### src/rtl/rtc_alm_pkg.sv
package rtc_alm_pkg;
  // register byte addresses
  localparam int ALM_A_BASE = 'h20;
  localparam int ALM_B_BASE = 'h80;
  localparam int FIELD_STEP = 4;
  localparam int STAT_ADDR  = 'h44;
  localparam int IEN_ADDR   = 'h48;
  localparam int WEN_ADDR   = 'h7C;
  localparam int PWR_ADDR   = 'h98;
  // status bits
  localparam int ST_TICK = 2;
  localparam int ST_A    = 6;
  localparam int ST_B    = 7;
  // interrupt enable bits
  localparam int IE_TICK = 2;
  localparam int IE_A    = 3;
  localparam int IE_B    = 4;
  // wake enable bit for alarm A
  localparam int WEN_A   = 1;
  // power control
  localparam int PWR_ARM = 16;
  localparam int POL_LSB = 4;
endpackage

### src/rtl/rtc_alm_match.sv
module rtc_alm_match #(
  parameter int FW = 8,
  parameter int NF = 6
) (
  input  logic            clk,
  input  logic            rst,
  input  logic [NF*FW-1:0] alm,
  input  logic [NF*FW-1:0] cal,
  output logic            evt
);
  localparam int TOTW = NF * FW;

  logic [NF-1:0] fld_eq;
  logic          hit, hit_q;

  for (genvar k = 0; k < NF; k++) begin : g_fld
    assign fld_eq[k] = (alm[k*FW +: FW] == cal[k*FW +: FW]);
  end

  assign hit = &fld_eq;

  always_ff @(posedge clk) begin
    if (rst) hit_q <= 1'b0;
    else     hit_q <= hit;
  end

  // first cycle of equality only
  assign evt = hit & ~hit_q;

  logic unused_w;
  assign unused_w = ^TOTW;
endmodule

### src/rtl/rtc_wake_pwr.sv
module rtc_wake_pwr #(
  parameter int NP = 4
) (
  input  logic          clk,
  input  logic          rst,
  input  logic [NP-1:0] pins,
  input  logic [NP-1:0] pin_en,
  input  logic [NP-1:0] pin_pol,
  input  logic          b_evt,
  input  logic          pwr_arm,
  input  logic          a_flag,
  input  logic          a_wake_en,
  output logic [NP-1:0] pin_act,
  output logic          power_en,
  output logic          wake
);
  // polarity 1 = active low
  assign pin_act = pin_en & (pins ^ pin_pol);

  always_ff @(posedge clk) begin
    if (rst) begin
      power_en <= 1'b1;
      wake     <= 1'b0;
    end else begin
      if (b_evt && pwr_arm)  power_en <= 1'b0;
      else if (|pin_act)     power_en <= 1'b1;
      wake <= (a_flag & a_wake_en) | (|pin_act);
    end
  end
endmodule

### src/rtl/rtc_dual_alarm.sv
module rtc_dual_alarm
  import rtc_alm_pkg::*;
#(
  parameter int FW = 8,
  parameter int NF = 6,
  parameter int NP = 4,
  parameter int AW = 8,
  parameter int DW = 32
) (
  input  logic             clk,
  input  logic             rst,
  input  logic [NF*FW-1:0] cal_bcd,
  input  logic             tick_evt,
  input  logic [NP-1:0]    ext_wake,
  input  logic             reg_we,
  input  logic [AW-1:0]    reg_addr,
  input  logic [DW-1:0]    reg_wdata,
  output logic [DW-1:0]    reg_rdata,
  output logic             irq,
  output logic             wake,
  output logic             power_en
);
  localparam int NALM = 2;

  logic [NALM-1:0][NF-1:0][FW-1:0] alm_q;
  logic [NALM-1:0]                 alm_evt;
  logic                            st_tick, st_a, st_b;
  logic [2:0]                      ie_q;
  logic                            wen_q;
  logic [NP-1:0]                   pen_q, ppol_q;
  logic                            parm_q;
  logic [NP-1:0]                   pin_act;

  logic wr_stat, wr_ien, wr_wen, wr_pwr;
  assign wr_stat = reg_we && (reg_addr == AW'(STAT_ADDR));
  assign wr_ien  = reg_we && (reg_addr == AW'(IEN_ADDR));
  assign wr_wen  = reg_we && (reg_addr == AW'(WEN_ADDR));
  assign wr_pwr  = reg_we && (reg_addr == AW'(PWR_ADDR));

  // alarm field storage and comparators
  for (genvar g = 0; g < NALM; g++) begin : g_alm
    localparam int BASE = (g == 0) ? ALM_A_BASE : ALM_B_BASE;
    for (genvar k = 0; k < NF; k++) begin : g_f
      always_ff @(posedge clk) begin
        if (rst) alm_q[g][k] <= '0;
        else if (reg_we && reg_addr == AW'(BASE + FIELD_STEP * k))
          alm_q[g][k] <= reg_wdata[FW-1:0];
      end
    end
    rtc_alm_match #(.FW(FW), .NF(NF)) u_match (
      .clk (clk),
      .rst (rst),
      .alm (alm_q[g]),
      .cal (cal_bcd),
      .evt (alm_evt[g])
    );
  end

  // status flags: set wins over write-1-clear
  always_ff @(posedge clk) begin
    if (rst) begin
      st_tick <= 1'b0;
      st_a    <= 1'b0;
      st_b    <= 1'b0;
    end else begin
      st_tick <= tick_evt   | (st_tick & ~(wr_stat & reg_wdata[ST_TICK]));
      st_a    <= alm_evt[0] | (st_a    & ~(wr_stat & reg_wdata[ST_A]));
      st_b    <= alm_evt[1] | (st_b    & ~(wr_stat & reg_wdata[ST_B]));
    end
  end

  // control registers
  always_ff @(posedge clk) begin
    if (rst) begin
      ie_q   <= '0;
      wen_q  <= 1'b0;
      pen_q  <= '0;
      ppol_q <= '0;
      parm_q <= 1'b0;
    end else begin
      if (wr_ien) ie_q  <= {reg_wdata[IE_B], reg_wdata[IE_A], reg_wdata[IE_TICK]};
      if (wr_wen) wen_q <= reg_wdata[WEN_A];
      if (wr_pwr) begin
        pen_q  <= reg_wdata[NP-1:0];
        ppol_q <= reg_wdata[POL_LSB +: NP];
        parm_q <= reg_wdata[PWR_ARM];
      end
    end
  end

  // interrupt
  always_ff @(posedge clk) begin
    if (rst) irq <= 1'b0;
    else     irq <= (st_tick & ie_q[0]) | (st_a & ie_q[1]) | (st_b & ie_q[2]);
  end

  rtc_wake_pwr #(.NP(NP)) u_wake (
    .clk       (clk),
    .rst       (rst),
    .pins      (ext_wake),
    .pin_en    (pen_q),
    .pin_pol   (ppol_q),
    .b_evt     (alm_evt[1]),
    .pwr_arm   (parm_q),
    .a_flag    (st_a),
    .a_wake_en (wen_q),
    .pin_act   (pin_act),
    .power_en  (power_en),
    .wake      (wake)
  );

  // read mux
  logic [DW-1:0] rd_d;
  always_comb begin
    rd_d = '0;
    if (reg_addr == AW'(STAT_ADDR)) begin
      rd_d[ST_TICK] = st_tick;
      rd_d[ST_A]    = st_a;
      rd_d[ST_B]    = st_b;
    end else if (reg_addr == AW'(IEN_ADDR)) begin
      rd_d[IE_TICK] = ie_q[0];
      rd_d[IE_A]    = ie_q[1];
      rd_d[IE_B]    = ie_q[2];
    end else if (reg_addr == AW'(WEN_ADDR)) begin
      rd_d[WEN_A] = wen_q;
    end else if (reg_addr == AW'(PWR_ADDR)) begin
      rd_d[NP-1:0]          = pen_q;
      rd_d[POL_LSB +: NP]   = ppol_q;
      rd_d[PWR_ARM]         = parm_q;
    end
    for (int g = 0; g < NALM; g++) begin
      for (int k = 0; k < NF; k++) begin
        if (reg_addr == AW'(((g == 0) ? ALM_A_BASE : ALM_B_BASE) + FIELD_STEP * k))
          rd_d[FW-1:0] = alm_q[g][k];
      end
    end
  end

  always_ff @(posedge clk) begin
    if (rst) reg_rdata <= '0;
    else     reg_rdata <= rd_d;
  end
endmodule

### config.mk
export PLATFORM = sky130hd
export DESIGN_NAME = rtc_dual_alarm
export DESIGN_NICKNAME = d
export VERILOG_FILES = /design/src/rtl/rtc_alm_pkg.sv /design/src/rtl/rtc_alm_match.sv /design/src/rtl/rtc_wake_pwr.sv /design/src/rtl/rtc_dual_alarm.sv
export SDC_FILE = /design/constraint.sdc
export NUM_CORES = 1
export LEC_CHECK = 0
export BUFFER_PORTS_ARGS = -buffer_cell sky130_fd_sc_hd__buf_2
export CAP_MARGIN = 20
export CORE_MARGIN = 1.5
export CORE_UTILIZATION = 35
export DETAILED_ROUTE_END_ITERATION = 6
export PLACE_DENSITY_LB_ADDON = 0.05
export RECOVER_POWER = 25
export SLEW_MARGIN = 30
export SYNTH_ARGS = -nofsm -noshare
export SYNTH_HDL_FRONTEND = slang
export SYNTH_SLANG_ARGS = --single-unit
### constraint.sdc
create_clock -name clk -period 1.7 [get_ports clk]
set_input_delay 0.17 -clock clk [delete_from_list [all_inputs] [get_ports clk]]
set_output_delay 0.17 -clock clk [all_outputs]
set_load 0.02 [all_outputs]
**Yosys cells after proc, flatten, opt, wreduce, memory -nomap -nowiden**

Cells that the tools add are included.

- Register bits: 149
- Bits of input ports: 96
- Output and inout bits: 35
- Logic and storage cells: 129

- Eq/ne operators: 28
- Mux-type cells: 25
- Bitwise operators: 26
- Reductions and logical operators: 22

Operators with widths:

| kind | number |
|---|---|
| 2-to-1 mux 8 bit | 13 |
| == test 8 bit | 12 |
| == test 8 bit (second input constant) | 7 |
| == test 8 x 6 -> 1 bit (second input constant) | 6 |
| == test 8 x 7 -> 1 bit (second input constant) | 3 |
| logical AND 1 bit | 17 |
| bitwise AND 1 bit | 12 |
| AND reduction 6 bit | 2 |
| 2-to-1 mux 3 bit | 3 |
| 2-to-1 mux 2 bit | 3 |
| 2-to-1 mux 6 bit | 1 |
| NOT 1 bit | 6 |
| bitwise OR 1 bit | 6 |
| 2-to-1 mux 1 bit | 5 |
| OR reduction 5 bit | 1 |
| bitwise AND 4 bit | 1 |
| OR reduction 4 bit | 1 |
| bitwise XOR 4 bit | 1 |
| nonzero test 2 bit | 1 |

**Depth between registers and ports, before layout**

- Depth after elaboration: 17
- Depth in mapped cells: 8
- Depth with buffers taken out: 5

**Cells and area by module**

Synthesis repeated with hierarchy kept, for this count alone.

- Cell total of the unflattened synthesis: 859
- Area, all modules: 7267.0 um^2

Modules (own cells, without submodules):

| module | instances | cells each | area each (um^2) | seq. area each (um^2) |
|---|---|---|---|---|
| rtc_dual_alarm | 1 | 709 | 6029.5 | 2442.3 |
| rtc_alm_match | 2 | 66 | 546.8 | 20.0 |
| rtc_wake_pwr | 1 | 18 | 143.9 | 40.0 |

**Least setup slack after synthesis**

OpenSTA, ideal clock, no wires.

- Path kind: input-to-reg
- Start: in reg_addr[2]
- End: reg reg_rdata[3]
- Setup time: 0.103 ns
- Data arrival time: 1.716 ns
- Required time: 1.597 ns
- Setup slack: -0.120 ns
- Stages on the path: 7
- Buffers on the path: 2
- Cell sequence: buf_6 or4b_1 buf_2 nor2_8 a211oi_1 o2111a_1 a2111oi_2

- Cells in the longest elaborated chain, start to end: 17
- Elaborated cells on any way between the ends: 32
- Those cells by class: eq/ne (16); mux (16)

Ends and longest elaborated chain:

| element | line | RTL |
|---|---|---|
| from (decl) | rtc_dual_alarm.sv:16 | `input logic [AW-1:0] reg_addr,` |
| == test 8 bit | rtc_dual_alarm.sv:126 | `end else if (reg_addr == AW'(PWR_ADDR)) begin` |
| 2-to-1 mux 8 bit | rtc_dual_alarm.sv:126 |  |
| 2-to-1 mux 6 bit | rtc_dual_alarm.sv:124 | `end else if (reg_addr == AW'(WEN_ADDR)) begin` |
| 2-to-1 mux 3 bit | rtc_dual_alarm.sv:120 | `end else if (reg_addr == AW'(IEN_ADDR)) begin` |
| 2-to-1 mux 3 bit | rtc_dual_alarm.sv:116 | `if (reg_addr == AW'(STAT_ADDR)) begin` |
| 2-to-1 mux 8 bit (11 in series) | rtc_dual_alarm.sv:133 | `if (reg_addr == AW'(((g == 0) ? ALM_A_BASE : ALM_B_BASE) + FIELD_STEP * k))` |
| 2-to-1 mux 8 bit * | rtc_dual_alarm.sv:133 |  |
| to (signal assigned) | rtc_dual_alarm.sv:141 | `else reg_rdata <= rd_d;` |
| to (decl) | rtc_dual_alarm.sv:18 | `output logic [DW-1:0] reg_rdata,` |

Mark *: on every way between the ends. The rest lies on a longest branch, timed or not.
A chain may end at the register's enable or synchronous reset.

**Final worst setup path**

- Start: in reg_addr[2]
- End: reg reg_rdata[4]

The elaborated chain is that of the path after synthesis.

==> reports/metrics.csv <==
stage;metric;value;unit
logic_synthesis;yosys.cell_count.top_type;dfxtp_1;
logic_synthesis;synth_top_cells_by_count;dfxtp_1, nor2_1, mux2i_1, xnor2_1, nand2_1;
clock_network;path_clk_slew;60;ps
logic_synthesis;synthCells;840;
global_routing;grt_pass1_wl;49310;µm
sta;max_freq;595.0;MHz
route;post_drt_via_cell_ratio;5.496;
logic_synthesis;synth_largest_area_cell;dfxtp_1;
logic_synthesis;netlist.area_leader.share;34.90;%
run;max_cap_viol_count;0;
power_and_ir_drop;clkPwrFrac;51.0;%
power_and_ir_drop;p_sw;0.002108;W
die;fp.dieH;146.7;µm
power_and_ir_drop;leakage;4.475;nW
sta;skew;9.651;ps
die;start_util;35.72;%
global_routing;grt_usage;31.93;%
place;dp_hpwl;26640;µm
global_routing;overflow;0;
finish;antenna_cells;0;
logic_synthesis;ys_seq_area_share;34.90;%
global_routing;grt_max_degree;62;
sta;grt_setup_unrepaired;true;
sta;worst_pin_slew;694.5;ps
logic_synthesis;async_flop_share;0;%
logic_synthesis;synth_compound_area_share;12.74;%
logic_synthesis;synth_edf_count;0;
clock_network;cts_tree;built;
logic_synthesis;synthXorXnorAreaFrac;12.12;%
route;wl_per_cell;24.71;µm
die;coreArea;20230;µm²
finish;num-nets-final;1185;
worst_setup_path;critPathRequiredTime;2040;ps
logic_synthesis;synthAdderAreaFrac;0;%
sta;timing.final.ws_setup;19.32;ps
clock_network;cts.sink_count;126;
route;firstDrtPassIters;5;
run_status;run_status;finished clean;
logic_synthesis;ys_types;68;
route;via_count;7540;
die;die_x;146.7;µm
logic_synthesis;netlist_area;7228;µm²
sta;period_share;98.86;%
power_and_ir_drop;switching_share;26.69;%
clock_network;clk_latency;420;ps
place;pre_cts_slack;-415.1;ps
worst_setup_path;cp_max_fo;11;
global_routing;antenna_found_initial;0;
worst_setup_path;arrival;2020;ps
logic_synthesis;yosysWarnings;0;
global_routing;grt_pass1_vias;7368;
power_and_ir_drop;power_per_cell_area;789.0;nW/µm²
power_and_ir_drop;power_frac_seq;37.5;%
die;io_pins;131;
power_and_ir_drop;comb_power_share;11.5;%
logic_synthesis;synth.avg_cell_area;8.605;µm²
logic_synthesis;synthTopCellsByArea;dfxtp_1, mux2i_1, xnor2_1;
logic_synthesis;synth_seq_cells;126;
sta;setup-tns-final;0;ps
die;dieArea;21520;µm²
die;rows;52;
worst_setup_path;startpoint_type;primary input;
power_and_ir_drop;ir_drop;629.9;µV
worst_setup_path;worstSetupEndpointType;register;
logic_synthesis;synthSimpleGateAreaFrac;21.15;%
logic_synthesis;synthFlopType;dfxtp_1;
route;drc;0;
logic_synthesis;synth_top_family_by_area;simple AND/OR/NAND/NOR gates;
route;ant_nets;0;
logic_synthesis;synthMuxAreaShare;12.45;%
worst_hold_path;hp-class;in -> reg;
clock_network;htree_levels;4;
clock_network;clockBufferDepth;2;
worst_setup_path;crit_type;in -> reg;
sta;period_needed;1681;ps
sta;setup_violations;0;
clock_network;root_buffer;clkbuf_16;
route;wl;33910;µm
sta;hold_violations;0;
sta;relSlewSlack;53.70;%
place;gp_congestion;0.9632;
sta;drv_slew;0;
power_and_ir_drop;power.internal;0.005790;W
place;numPortBuffers;84;
finish;areaGrowthSynthToFinish;38.48;%
clock_network;cts_buffers;17;
route;drt_first_iter_violations;761;
finish;drive_gt1_share;31.49;%
## critical path, cell delays in order
cell and delay [ps]:
buf_2 160, or4b_1 490, buf_4 180, buf_12 130, o32ai_1 400, o221ai_1 220, a31oi_2 260
## final cells by class
type / instances / area [µm²]
timing repair buffer: 291 / 2046
inverter: 11 / 41.29
clock buffer: 18 / 429.2
tap: 270 / 337.8
clock inverter: 14 / 205.2
fill: 1980 / 10220
sequential: 126 / 2526
multi-input combinational: 642 / 4424
## per-layer routing
metal  global-route usage (%)  vias up  routed length, µm
met4                    14.34        0               1436
met3                    5.559       68               2228
met5                        0        -                  0
met1                    42.53     3696              14920
li1                         -     3456                  -
met2                    50.50      320              15320
## registers in the layout, summed over array words and instances (netlist names)
register / cells
parm_q: 1
reg_rdata: 9
st_tick: 1
ppol_q: 4
wen_q: 1
ie_q: 3
alm_q: 96
pen_q: 4
st_a: 1
u_wake.power_en: 1
u_wake.wake: 1
g_alm.u_match.hit_q: 2
irq: 1
st_b: 1
## per-stage QoR
| step | total power, W | util, % | std cells | instance area [µm²] | hold slack, ps |
|---|---|---|---|---|---|
| floorplan | 0.003481 | - | 862 | 7333 | 287.4 |
| global placement | 0.003903 | 45.96 | 1338 | 9299 | 389.1 |
| detailed placement | 0.003905 | 45.96 | 1338 | 9299 | 411.5 |
| CTS | 0.007928 | 49.42 | 1372 | 10000 | 73.03 |
| global route | 0.008127 | 49.47 | 1372 | 10010 | 83.04 |
| finish | 0.007898 | 49.47 | 1372 | 10010 | 72.20 |
## layout by cell type (no fill, tap or decap), types with 5 or more instances in the layout
| cell type | instances |
|---|---|
| nand3_1 | 51 |
| nor4_2 | 8 |
| a22oi_1 | 6 |
| inv_1 | 11 |
| conb_1 | 23 |
| xor2_1 | 19 |
| o21ai_0 | 13 |
| nor2_1 | 93 |
| buf_12 | 8 |
| o22ai_1 | 8 |
| nand4_1 | 25 |
| mux2_2 | 5 |
| buf_4 | 187 |
| xnor2_1 | 76 |
| clkbuf_16 | 17 |
| a31oi_1 | 5 |
| clkbuf_1 | 17 |
| dfxtp_1 | 123 |
| o211ai_1 | 5 |
| nand2_1 | 59 |
| nand3_2 | 5 |
| a21oi_1 | 50 |
| and3_1 | 7 |
| inv_6 | 5 |
| mux2i_1 | 82 |
| buf_2 | 71 |
| or3_1 | 5 |
| nor3_1 | 6 |
## what timing repair did
| action | in CTS | in global routing |
|---|---|---|
| hold endpoints to repair | 2 | 0 |
| cloned | 0 | 0 |
| resized for setup | 8 | 14 |
| setup endpoints to repair | 4 | 6 |
| hold buffers | 2 | 0 |
| pin swaps | 6 | 3 |
| buffers inserted | 0 | 0 |
## power groups by stage
| stage | Sequential (W) | Clock [W] | Combinational [W] |
|---|---|---|---|
| floorplan | 0.00303 | 0 | 0.000451 |
| global placement | 0.00303 | 0 | 0.000873 |
| detailed placement | 0.00303 | 0 | 0.000875 |
| CTS | 0.00296 | 0.00408 | 0.000888 |
| global route | 0.00296 | 0.00422 | 0.000948 |
| finish | 0.00296 | 0.00403 | 0.000907 |
## cell families (layout without fill, tap and decap cells)
family / Yosys count / in the layout
simple gates: 294 / 294
compound gates: 137 / 137
flops: 126 / 126
xor+xnor: 100 / 100
buf+inv: 94 / 334
mux: 88 / 88
other cells: 1 / 23
## worst paths after layout
check                   start      endpoint  slack [ps]  depth (start not counted)
setup / recovery  reg_addr[2]  reg_rdata[4]          20                          7
hold / removal            rst  reg_rdata[6]          70                          2
setup reg to reg    alm_q[23]  reg_rdata[7]          40                          6
hold reg to reg        parm_q        parm_q         470                          2
Power figures use the tool's default switching activity.
